## config.mk

```make
export PLATFORM = sky130hd
export DESIGN_NAME = adc_conv_sequencer
export DESIGN_NICKNAME = d
export VERILOG_FILES = /design/src/rtl/adc_seq_pkg.sv /design/src/rtl/adc_seq_ctrl.sv /design/src/rtl/adc_seq_dpath.sv /design/src/rtl/adc_conv_sequencer.sv
export SDC_FILE = /design/constraint.sdc
export NUM_CORES = 1
export LEC_CHECK = 0
export ABC_AREA = 1
export BUFFER_PORTS_ARGS = -buffer_cell sky130_fd_sc_hd__buf_2
export CORE_MARGIN = 4
export CORE_UTILIZATION = 30
export DETAILED_ROUTE_END_ITERATION = 8
export GPL_TIMING_DRIVEN = 0
export PLACE_DENSITY = 0.53
export SLEW_MARGIN = 20
export SYNTH_ARGS = -nofsm -noshare
export SYNTH_HDL_FRONTEND = slang
export SYNTH_SLANG_ARGS = --single-unit
```

## constraint.sdc

```tcl
create_clock -name clk -period 7 [get_ports clk]
set_input_delay 0 -clock clk [delete_from_list [all_inputs] [get_ports clk]]
set_output_delay 0 -clock clk [all_outputs]
set_load 0.05 [all_outputs]
```

## src/rtl/adc_seq_pkg.sv

```systemverilog
package adc_seq_pkg;

  localparam int START_BIT = 0;
  localparam int SEL_LSB   = 1;
  localparam int EN_BIT    = 5;
  localparam int BIAS_BIT  = 6;
  localparam int BIAS_CHAN = 2;

  typedef enum logic [1:0] {
    LIM_GAP  = 2'd0,
    LIM_BIAS = 2'd1,
    LIM_TMO  = 2'd2
  } limSel_e;

  typedef struct packed {
    logic    latchChan;
    logic    setBias;
    logic    setEn;
    logic    loadSel;
    logic    setStart;
    logic    clrAll;
    logic    cntClr;
    logic    capture;
    logic    okPulse;
    logic    errPulse;
    limSel_e limSel;
  } seqStrobe_t;

endpackage

```

## src/rtl/adc_seq_ctrl.sv

```systemverilog
module adc_seq_ctrl
  import adc_seq_pkg::*;
(
  input  logic       clk,
  input  logic       rstN,
  input  logic       reqValid,
  input  logic [1:0] reqChan,
  input  logic       convDone,
  input  logic       cntDone,
  output seqStrobe_t strobe,
  output logic       busy
);

  typedef enum logic [2:0] {
    S_IDLE = 3'd0,
    S_BIAS = 3'd1,
    S_SEL  = 3'd2,
    S_GAP  = 3'd3,
    S_WAIT = 3'd4
  } state_e;

  state_e state, nextState;

  always_comb begin
    strobe        = '0;
    strobe.limSel = LIM_GAP;
    nextState     = state;
    unique case (state)
      S_IDLE: begin
        if (reqValid) begin
          strobe.latchChan = 1'b1;
          strobe.cntClr    = 1'b1;
          if (reqChan == 2'(BIAS_CHAN)) begin
            strobe.setBias = 1'b1;
            nextState      = S_BIAS;
          end else begin
            strobe.setEn = 1'b1;
            nextState    = S_SEL;
          end
        end
      end
      S_BIAS: begin
        strobe.limSel = LIM_BIAS;
        if (cntDone) begin
          strobe.setEn = 1'b1;
          nextState    = S_SEL;
        end
      end
      S_SEL: begin
        strobe.loadSel = 1'b1;
        strobe.cntClr  = 1'b1;
        nextState      = S_GAP;
      end
      S_GAP: begin
        if (cntDone) begin
          strobe.setStart = 1'b1;
          strobe.cntClr   = 1'b1;
          nextState       = S_WAIT;
        end
      end
      S_WAIT: begin
        strobe.limSel = LIM_TMO;
        if (convDone) begin
          strobe.capture = 1'b1;
          strobe.clrAll  = 1'b1;
          strobe.okPulse = 1'b1;
          nextState      = S_IDLE;
        end else if (cntDone) begin
          strobe.clrAll   = 1'b1;
          strobe.errPulse = 1'b1;
          nextState       = S_IDLE;
        end
      end
      default: nextState = S_IDLE;
    endcase
  end

  always_ff @(posedge clk) begin
    if (!rstN) state <= S_IDLE;
    else       state <= nextState;
  end

  assign busy = (state != S_IDLE);

endmodule

```

## src/rtl/adc_seq_dpath.sv

```systemverilog
module adc_seq_dpath
  import adc_seq_pkg::*;
#(
  parameter int TICK_DIV   = 100,
  parameter int GAP_TICKS  = 50,
  parameter int BIAS_TICKS = 35000,
  parameter int TMO_TICKS  = 5000000,
  parameter int DATA_BASE  = 'h54,
  parameter int ADDR_W     = 8,
  parameter int WORD_W     = 16,
  parameter int RES_W      = 10
) (
  input  logic              clk,
  input  logic              rstN,
  input  seqStrobe_t        strobe,
  input  logic [1:0]        reqChan,
  input  logic [WORD_W-1:0] dataWord,
  output logic              cntDone,
  output logic [7:0]        ctrlBits,
  output logic [ADDR_W-1:0] dataAddr,
  output logic              donePulse,
  output logic              timeoutErr,
  output logic [RES_W-1:0]  result
);

  localparam int MAX_TICKS = (TMO_TICKS > BIAS_TICKS)
                           ? ((TMO_TICKS > GAP_TICKS) ? TMO_TICKS : GAP_TICKS)
                           : ((BIAS_TICKS > GAP_TICKS) ? BIAS_TICKS : GAP_TICKS);
  localparam int CW = $clog2(MAX_TICKS + 1);
  localparam int PW = (TICK_DIV > 1) ? $clog2(TICK_DIV) : 1;

  logic [PW-1:0]     preCnt;
  logic              tick;
  logic [CW-1:0]     tickCnt;
  logic [CW-1:0]     limit;
  logic [1:0]        chanQ;
  logic              unusedHi;

  assign unusedHi = ^dataWord[WORD_W-1:RES_W];

  always_comb begin
    unique case (strobe.limSel)
      LIM_BIAS: limit = CW'(BIAS_TICKS);
      LIM_TMO:  limit = CW'(TMO_TICKS);
      default:  limit = CW'(GAP_TICKS);
    endcase
  end

  assign tick    = (preCnt == PW'(TICK_DIV - 1));
  assign cntDone = (tickCnt >= limit);

  always_ff @(posedge clk) begin
    if (!rstN || strobe.cntClr) begin
      preCnt  <= '0;
      tickCnt <= '0;
    end else begin
      preCnt <= tick ? '0 : preCnt + 1'b1;
      if (tick && !cntDone) tickCnt <= tickCnt + 1'b1;
    end
  end

  always_ff @(posedge clk) begin
    if (!rstN) begin
      chanQ      <= '0;
      ctrlBits   <= '0;
      result     <= '0;
      donePulse  <= 1'b0;
      timeoutErr <= 1'b0;
    end else begin
      donePulse  <= strobe.okPulse;
      timeoutErr <= strobe.errPulse;
      if (strobe.latchChan) chanQ <= reqChan;
      if (strobe.setBias)   ctrlBits[BIAS_BIT] <= 1'b1;
      if (strobe.setEn)     ctrlBits[EN_BIT] <= 1'b1;
      if (strobe.loadSel)   ctrlBits[SEL_LSB +: 2] <= chanQ;
      if (strobe.setStart)  ctrlBits[START_BIT] <= 1'b1;
      if (strobe.clrAll) begin
        ctrlBits[START_BIT] <= 1'b0;
        ctrlBits[EN_BIT]    <= 1'b0;
        ctrlBits[BIAS_BIT]  <= 1'b0;
      end
      if (strobe.capture) result <= dataWord[RES_W-1:0];
    end
  end

  assign dataAddr = ADDR_W'(DATA_BASE) + ADDR_W'({chanQ, 1'b0});

endmodule

```

## src/rtl/adc_conv_sequencer.sv

```systemverilog
module adc_conv_sequencer
  import adc_seq_pkg::*;
#(
  parameter int CLK_HZ     = 100_000_000,
  parameter int TICK_HZ    = 1_000_000,
  parameter int GAP_TICKS  = 50,
  parameter int BIAS_TICKS = 35_000,
  parameter int TMO_TICKS  = 5_000_000,
  parameter int DATA_BASE  = 'h54
) (
  input  logic        clk,
  input  logic        rstN,
  input  logic        reqValid,
  input  logic [1:0]  reqChan,
  input  logic        convDone,
  input  logic [15:0] dataWord,
  output logic [7:0]  ctrlBits,
  output logic [7:0]  dataAddr,
  output logic        busy,
  output logic        donePulse,
  output logic        timeoutErr,
  output logic [9:0]  result
);

  localparam int TICK_DIV = (CLK_HZ / TICK_HZ > 0) ? CLK_HZ / TICK_HZ : 1;

  seqStrobe_t strobe;
  logic       cntDone;

  adc_seq_ctrl u_ctrl (
    .clk      (clk),
    .rstN     (rstN),
    .reqValid (reqValid),
    .reqChan  (reqChan),
    .convDone (convDone),
    .cntDone  (cntDone),
    .strobe   (strobe),
    .busy     (busy)
  );

  adc_seq_dpath #(
    .TICK_DIV   (TICK_DIV),
    .GAP_TICKS  (GAP_TICKS),
    .BIAS_TICKS (BIAS_TICKS),
    .TMO_TICKS  (TMO_TICKS),
    .DATA_BASE  (DATA_BASE),
    .ADDR_W     (8),
    .WORD_W     (16),
    .RES_W      (10)
  ) u_dpath (
    .clk        (clk),
    .rstN       (rstN),
    .strobe     (strobe),
    .reqChan    (reqChan),
    .dataWord   (dataWord),
    .cntDone    (cntDone),
    .ctrlBits   (ctrlBits),
    .dataAddr   (dataAddr),
    .donePulse  (donePulse),
    .timeoutErr (timeoutErr),
    .result     (result)
  );

endmodule

```

Word-level counts from Yosys, hierarchy flattened
Index checks and enable logic that the tools add are counted.

Output and inout port bits: 29. Bits in registers: 52. Bits of input ports: 22. Logic and storage cells: 64.

Add/subtract/negate cells: 3. Reductions and logical operators: 11. $lt $le $gt $ge: 1. Equal/unequal tests: 12. Bitwise logic cells: 2. Muxes and demuxes: 24.

Operators with widths (number): $pmux W23 S2 (1); $add A23 B1 Y23 const B (1); $ge A23 B23 Y1 (1); $mux W3 (7); $pmux W3 S5 (1); $mux W1 (9); $add A7 B3 Y8 const A (1); $add A7 B1 Y7 const B (1); $eq A7 B7 Y1 const B (1); $eq A3 B2 Y1 const B (2); $mux W2 (3); $eq A2 B2 Y1 const B (2); $ne A2 B1 Y1 const B (2); $pmux W2 S2 (1); $reduce_and A4 Y1 (1); $reduce_or A2 Y1 (2); $eq A3 B1 Y1 const B (1); $eq A3 B3 Y1 const B (1); $logic_not A3 Y1 (1); $ne A3 B2 Y1 const B (1); $pmux W1 S3 (1); $reduce_bool A3 Y1 (1); $reduce_or A3 Y1 (1); $eq A2 B1 Y1 const B (1); 7 further kinds (9).

Logic depth before layout (Yosys ltp)
Depth in word-level cells: 9. Gate-level depth with buffers: 21. Gate-level depth less buffers: 20.

Hierarchy
From an unflattened synthesis, not the netlist that was laid out.

Cell total of the unflattened synthesis: 481. Area, all modules: 3173.0 µm².

Modules (own cells, without submodules): adc_seq_dpath (instances 1, area each 2857.7 µm², cells each 428); adc_seq_ctrl (instances 1, area each 315.3 µm², cells each 53).

Least setup slack after synthesis
No wires, ideal clock.

Kind: register to register. From: register u_ctrl.state[0]. To: register u_dpath.tickCnt[0]. Data arrival time: 2208 ps. Stages on the path, launching flop included: 19. Setup slack: 4677 ps. Path buffers: 1. Period minus slack after synthesis: 2323 ps. Required time: 6885 ps. Cell sequence: dfxtp_1 inv_1 nor2_1 inv_1 nor2_1 ha_1 ha_1 nand2_1 nor2_1 nand2_1 nor2_1 nand2_2 nand3_4 nor2_8 inv_4 nand2_4 nand3_4 buf_6 nor2_1.

Word-level cells in the longest chain between the ends: 8. Elaborated cells between the ends (all ways): 15.

Ends and longest elaborated chain: start: declaration (RTL line adc_seq_ctrl.sv:22) `state_e state, nextState;`; start signal: assignment (RTL line adc_seq_ctrl.sv:80) `else state <= nextState;`; $eq A3 B3 Y1 or $eq A3 B1 Y1 (tied branches) (RTL line adc_seq_ctrl.sv:28) `unique case (state)`; $pmux W2 S2 (RTL line adc_seq_ctrl.sv:28); $eq A2 B2 Y1 or $eq A2 B1 Y1 (tied branches) (RTL line adc_seq_dpath.sv:42) `unique case (strobe.limSel)`; $pmux W23 S2 (RTL line adc_seq_dpath.sv:42); $ge A23 B23 Y1 (RTL line adc_seq_dpath.sv:50) `assign cntDone = (tickCnt >= limit);`; $mux W1 (RTL line adc_seq_ctrl.sv:55) `if (cntDone) begin`; $pmux W1 S3 (RTL line adc_seq_ctrl.sv:28); $logic_or A1 B1 Y1 (RTL line adc_seq_dpath.sv:53) `if (!rstN || strobe.cntClr) begin`; end signal: assignment (RTL line adc_seq_dpath.sv:58) `if (tick && !cntDone) tickCnt <= tickCnt + 1'b1;`; end: declaration (RTL line adc_seq_dpath.sv:34) `logic [CW-1:0] tickCnt;`.

Parallel ways exist; a longest one is shown, timed or not. A chain may end at the register's enable or synchronous reset.

Final worst setup path
From: register u_ctrl.state[1]. To: register u_dpath.tickCnt[20].

The elaborated chain is that of the path after synthesis.

==> flow_summary.toml <==
[outcome]
outcome = "complete, no violations"

[critical_path]
critPathCaptureType = "flip-flop"
worstSetupPathType = "reg2reg"
cpPeakStageDelay_ns = 0.42
cp.buffers_inverters = 4
cp-start-kind = "flip-flop"
crit_top_cell = "nand3_1"
cp.arrival_ns = 3.09
worstPathMaxFanout = 11
path_cells = "nor2_1 -> nand2_1 -> inv_1 -> clkbuf_1 -> ha_1 -> nand2_1 -> inv_1 -> nand3_1 -> nand3_1 -> nand2_2 -> nand3_4 -> nor2_8 -> buf_2 -> nand3_1 -> a21oi_2"
worstSetupPathDepth = 15
critPathTopFamily = "simple AND/OR/NAND/NOR gates"
crit_required_ns = 7.27
cpMaxStageDelayCell = "clkbuf_1"
r2r_setup_slack_ns = 4.18
r2r_end = "u_dpath.tickCnt[20]"
r2r_cells = 15
rr_startpoint = "u_ctrl.state[1]"

[timing]
worst_pin_slew_ns = 0.576
slew_headroom_pct = 61.3
finalHoldViolations = 0
setup_viol_count_final = 0
clock_skew_ns = 0.0144
final_max_slew_viol_count = 0
fin_crit_sh_pct = 40.3
rsz0062_at_grt = "no"
holdWs_ns = 0.0443
fin_crit_ns = 2.82
tns_ns = 0
fmax_mhz = 354

[hold_path]
min_from = "convDone"
hold_class = "in2reg"
min_path_cells = 4
whs_endpoint = "u_dpath.result[9]"

[global_routing]
grt.met3_usage_pct = 2.26
grtUsageTotal_pct = 13.4
grt-busiest-layer = "met2"
grt_pass1_wl_um = 14100
gr-total-overflow = 0
grt_max_degree = 18
antenna_found_initial = 0
grt_use_met1_pct = 16.4
first_global_vias = 3065
grt_use_met2_pct = 23.2

[floorplan]
die_h_um = 112
die_w_um = 112
start_util_pct = 31.3
die_area_sq_um = 12600
io_pins = 51
rows = 37
core_area_sq_um = 10500

[placed_design]
hpwl_um = 6360
place_congestion = 0.860
io_buffers = 35
dp.cells = 646

[synth]
synth_seq_cells = 52
synth_top_area_share_pct = 31.8
synth_seq_area_share_pct = 31.8
syn_area_sq_um = 3270
synthArstFlopShare_pct = 0
synth_edf_count = 0
synth_area_leaders = "dfxtp_1 32%, nand2_1 13%, nor2_1 7.1%, nand3_1 6.6%, ha_1 6.5%"
yosys_warnings = 0
synth_largest_area_cell = "dfxtp_1"
synth_flop_cell = "dfxtp_1"
synth_cells = 469
synth_area_per_cell_sq_um = 6.98
synth.distinct_cells = 34

[clock_network]
cts_hold_buf = 14
cts_root_buf = "clkbuf_8"
htreeDepth = 2
cts_tree = "yes"
cts_max_path_buffers = 2
clk_pin_slew_ns = 0.11
cts_resized = 0
post_cts_buffers = 0
worstSkewPairLatency_ns = 0.32
numCtsBuffers = 5
cts.sinks = 52

[pwr]
combPwrFrac_pct = 26.7
ir_drop_v = 0.0000859
switching_share_pct = 35.8
p_seq_share_pct = 46.9
p_int_uw = 434
cellPowerDensity_nw_per_um2 = 175
clockPowerShare_pct = 26.4
switchingPower_uw = 242
p_leak_nw = 1.62
finalPower_uw = 676

[flow_run]
cap_violations = 0

[detailed_routing]
drt-initial-drc-count = 161
num_vias = 3028
vias_per_cell = 4.53
totalWireLength_um = 8120
drcViolationCount = 0
firstDrtPassIters = 4
ant_nets = 0
wl_per_cell_um = 12.1

[final_layout]
diodes = 0
area_growth_pct = 18.3
drive_gt1_share_pct = 18.6
fillers = 1147
fin_util_pct = 37.0
layout.cells.non_filler = 668
nNetsFinal = 570
-- stage by stage --
step | cell area (sq um) | setup slack (ns)
after global routing | 3870 | 3.85
after global placement | 3640 | 4.17
after floorplan | 3290 | 4.68
final | 3870 | 4.18
after CTS | 3870 | 4.12
after detailed placement | 3640 | 4.15
-- kinds of logic after synthesis --
| family | synth area share [%] |
|---|---|
| other | 0.230 |
| AO/OA/AOI/OAI | 11.1 |
| flip-flops | 31.8 |
| XOR/XNOR | 6.16 |
| adder cells (fa/ha/maj) | 6.50 |
| buffers and inverters | 10.1 |
| AND/OR/NAND/NOR | 34.1 |
-- power by group through the flow --
stage | combinational (mW) | sequential [mW] | clock [mW]
final | 0.181 | 0.317 | 0.178
after global routing | 0.200 | 0.320 | 0.199
after CTS | 0.183 | 0.317 | 0.190
after detailed placement | 0.177 | 0.324 | 0
after global placement | 0.176 | 0.323 | 0
after floorplan | 0.115 | 0.346 | 0
-- final cells by class --
type                       instances  area [sq um]  share of cell area [%]
clock inverter                     3          21.3                   0.550
tap                              136           170                    4.40
multi-input combinational        350          1920                    49.7
timing repair buffer              49           315                    8.15
buffer                            22           135                    3.49
sequential                        52          1040                    26.9
clock buffer                       5          68.8                    1.78
inverter                          51           194                    5.01
-- synthesized netlist by cell type, types with 7 or more instances --
cell / instances
nand3_1: 43
a21oi_1: 26
inv_1: 41
ha_1: 17
buf_4: 8
dfxtp_1: 52
xor2_1: 18
nand2_1: 111
nor3_1: 7
nor2_1: 62
nand4_1: 7
inv_2: 9
a21oi_2: 20
-- cells in the final DEF, fill, tap and decap left out, drive strengths merged, types with 7 or more instances in the layout --
| cell | synthesis | routed |
|---|---|---|
| nor2 | 64 | 64 |
| a21oi | 46 | 46 |
| inv | 51 | 52 |
| ha | 17 | 17 |
| conb | 2 | 8 |
| nand3 | 45 | 45 |
| nand2 | 115 | 115 |
| nand4 | 8 | 8 |
| dlygate4sd3 | 0 | 14 |
| xor2 | 18 | 18 |
| buf | 16 | 51 |
| clkbuf | 6 | 11 |
| dfxtp | 52 | 52 |
| nor3 | 7 | 7 |
-- tightest hold or removal path, cell delays in order --
cell and delay [ns]:
buf_2 0.13, nand2_1 0.08, nand2_1 0.06, a21oi_1 0.05
-- state kept, by name (all words and copies together) (netlist names) --
name	flops
u_ctrl.state	3
u_dpath.chanQ	2
u_dpath.ctrlBits	5
u_dpath.donePulse	1
u_dpath.preCnt	7
u_dpath.result	10
u_dpath.tickCnt	23
u_dpath.timeoutErr	1
-- metal layers --
metal	part of all wire [%]	vias to the layer above
met1	47	1356
met3	3.7	10
li1	-	1622
met4	2.1	0
met5	0	-
met2	47	40
-- worst max-delay path by stage --
stage	end	startpoint
after detailed placement	u_dpath.tickCnt[20]	u_ctrl.state[1]
after global placement	u_dpath.tickCnt[20]	u_ctrl.state[1]
after CTS	u_dpath.tickCnt[7]	u_ctrl.state[1]
after floorplan	u_dpath.tickCnt[0]	u_ctrl.state[0]
after global routing	u_dpath.tickCnt[3]	u_ctrl.state[1]
final	u_dpath.tickCnt[20]	u_ctrl.state[1]
(Power assumes the default switching activity.)
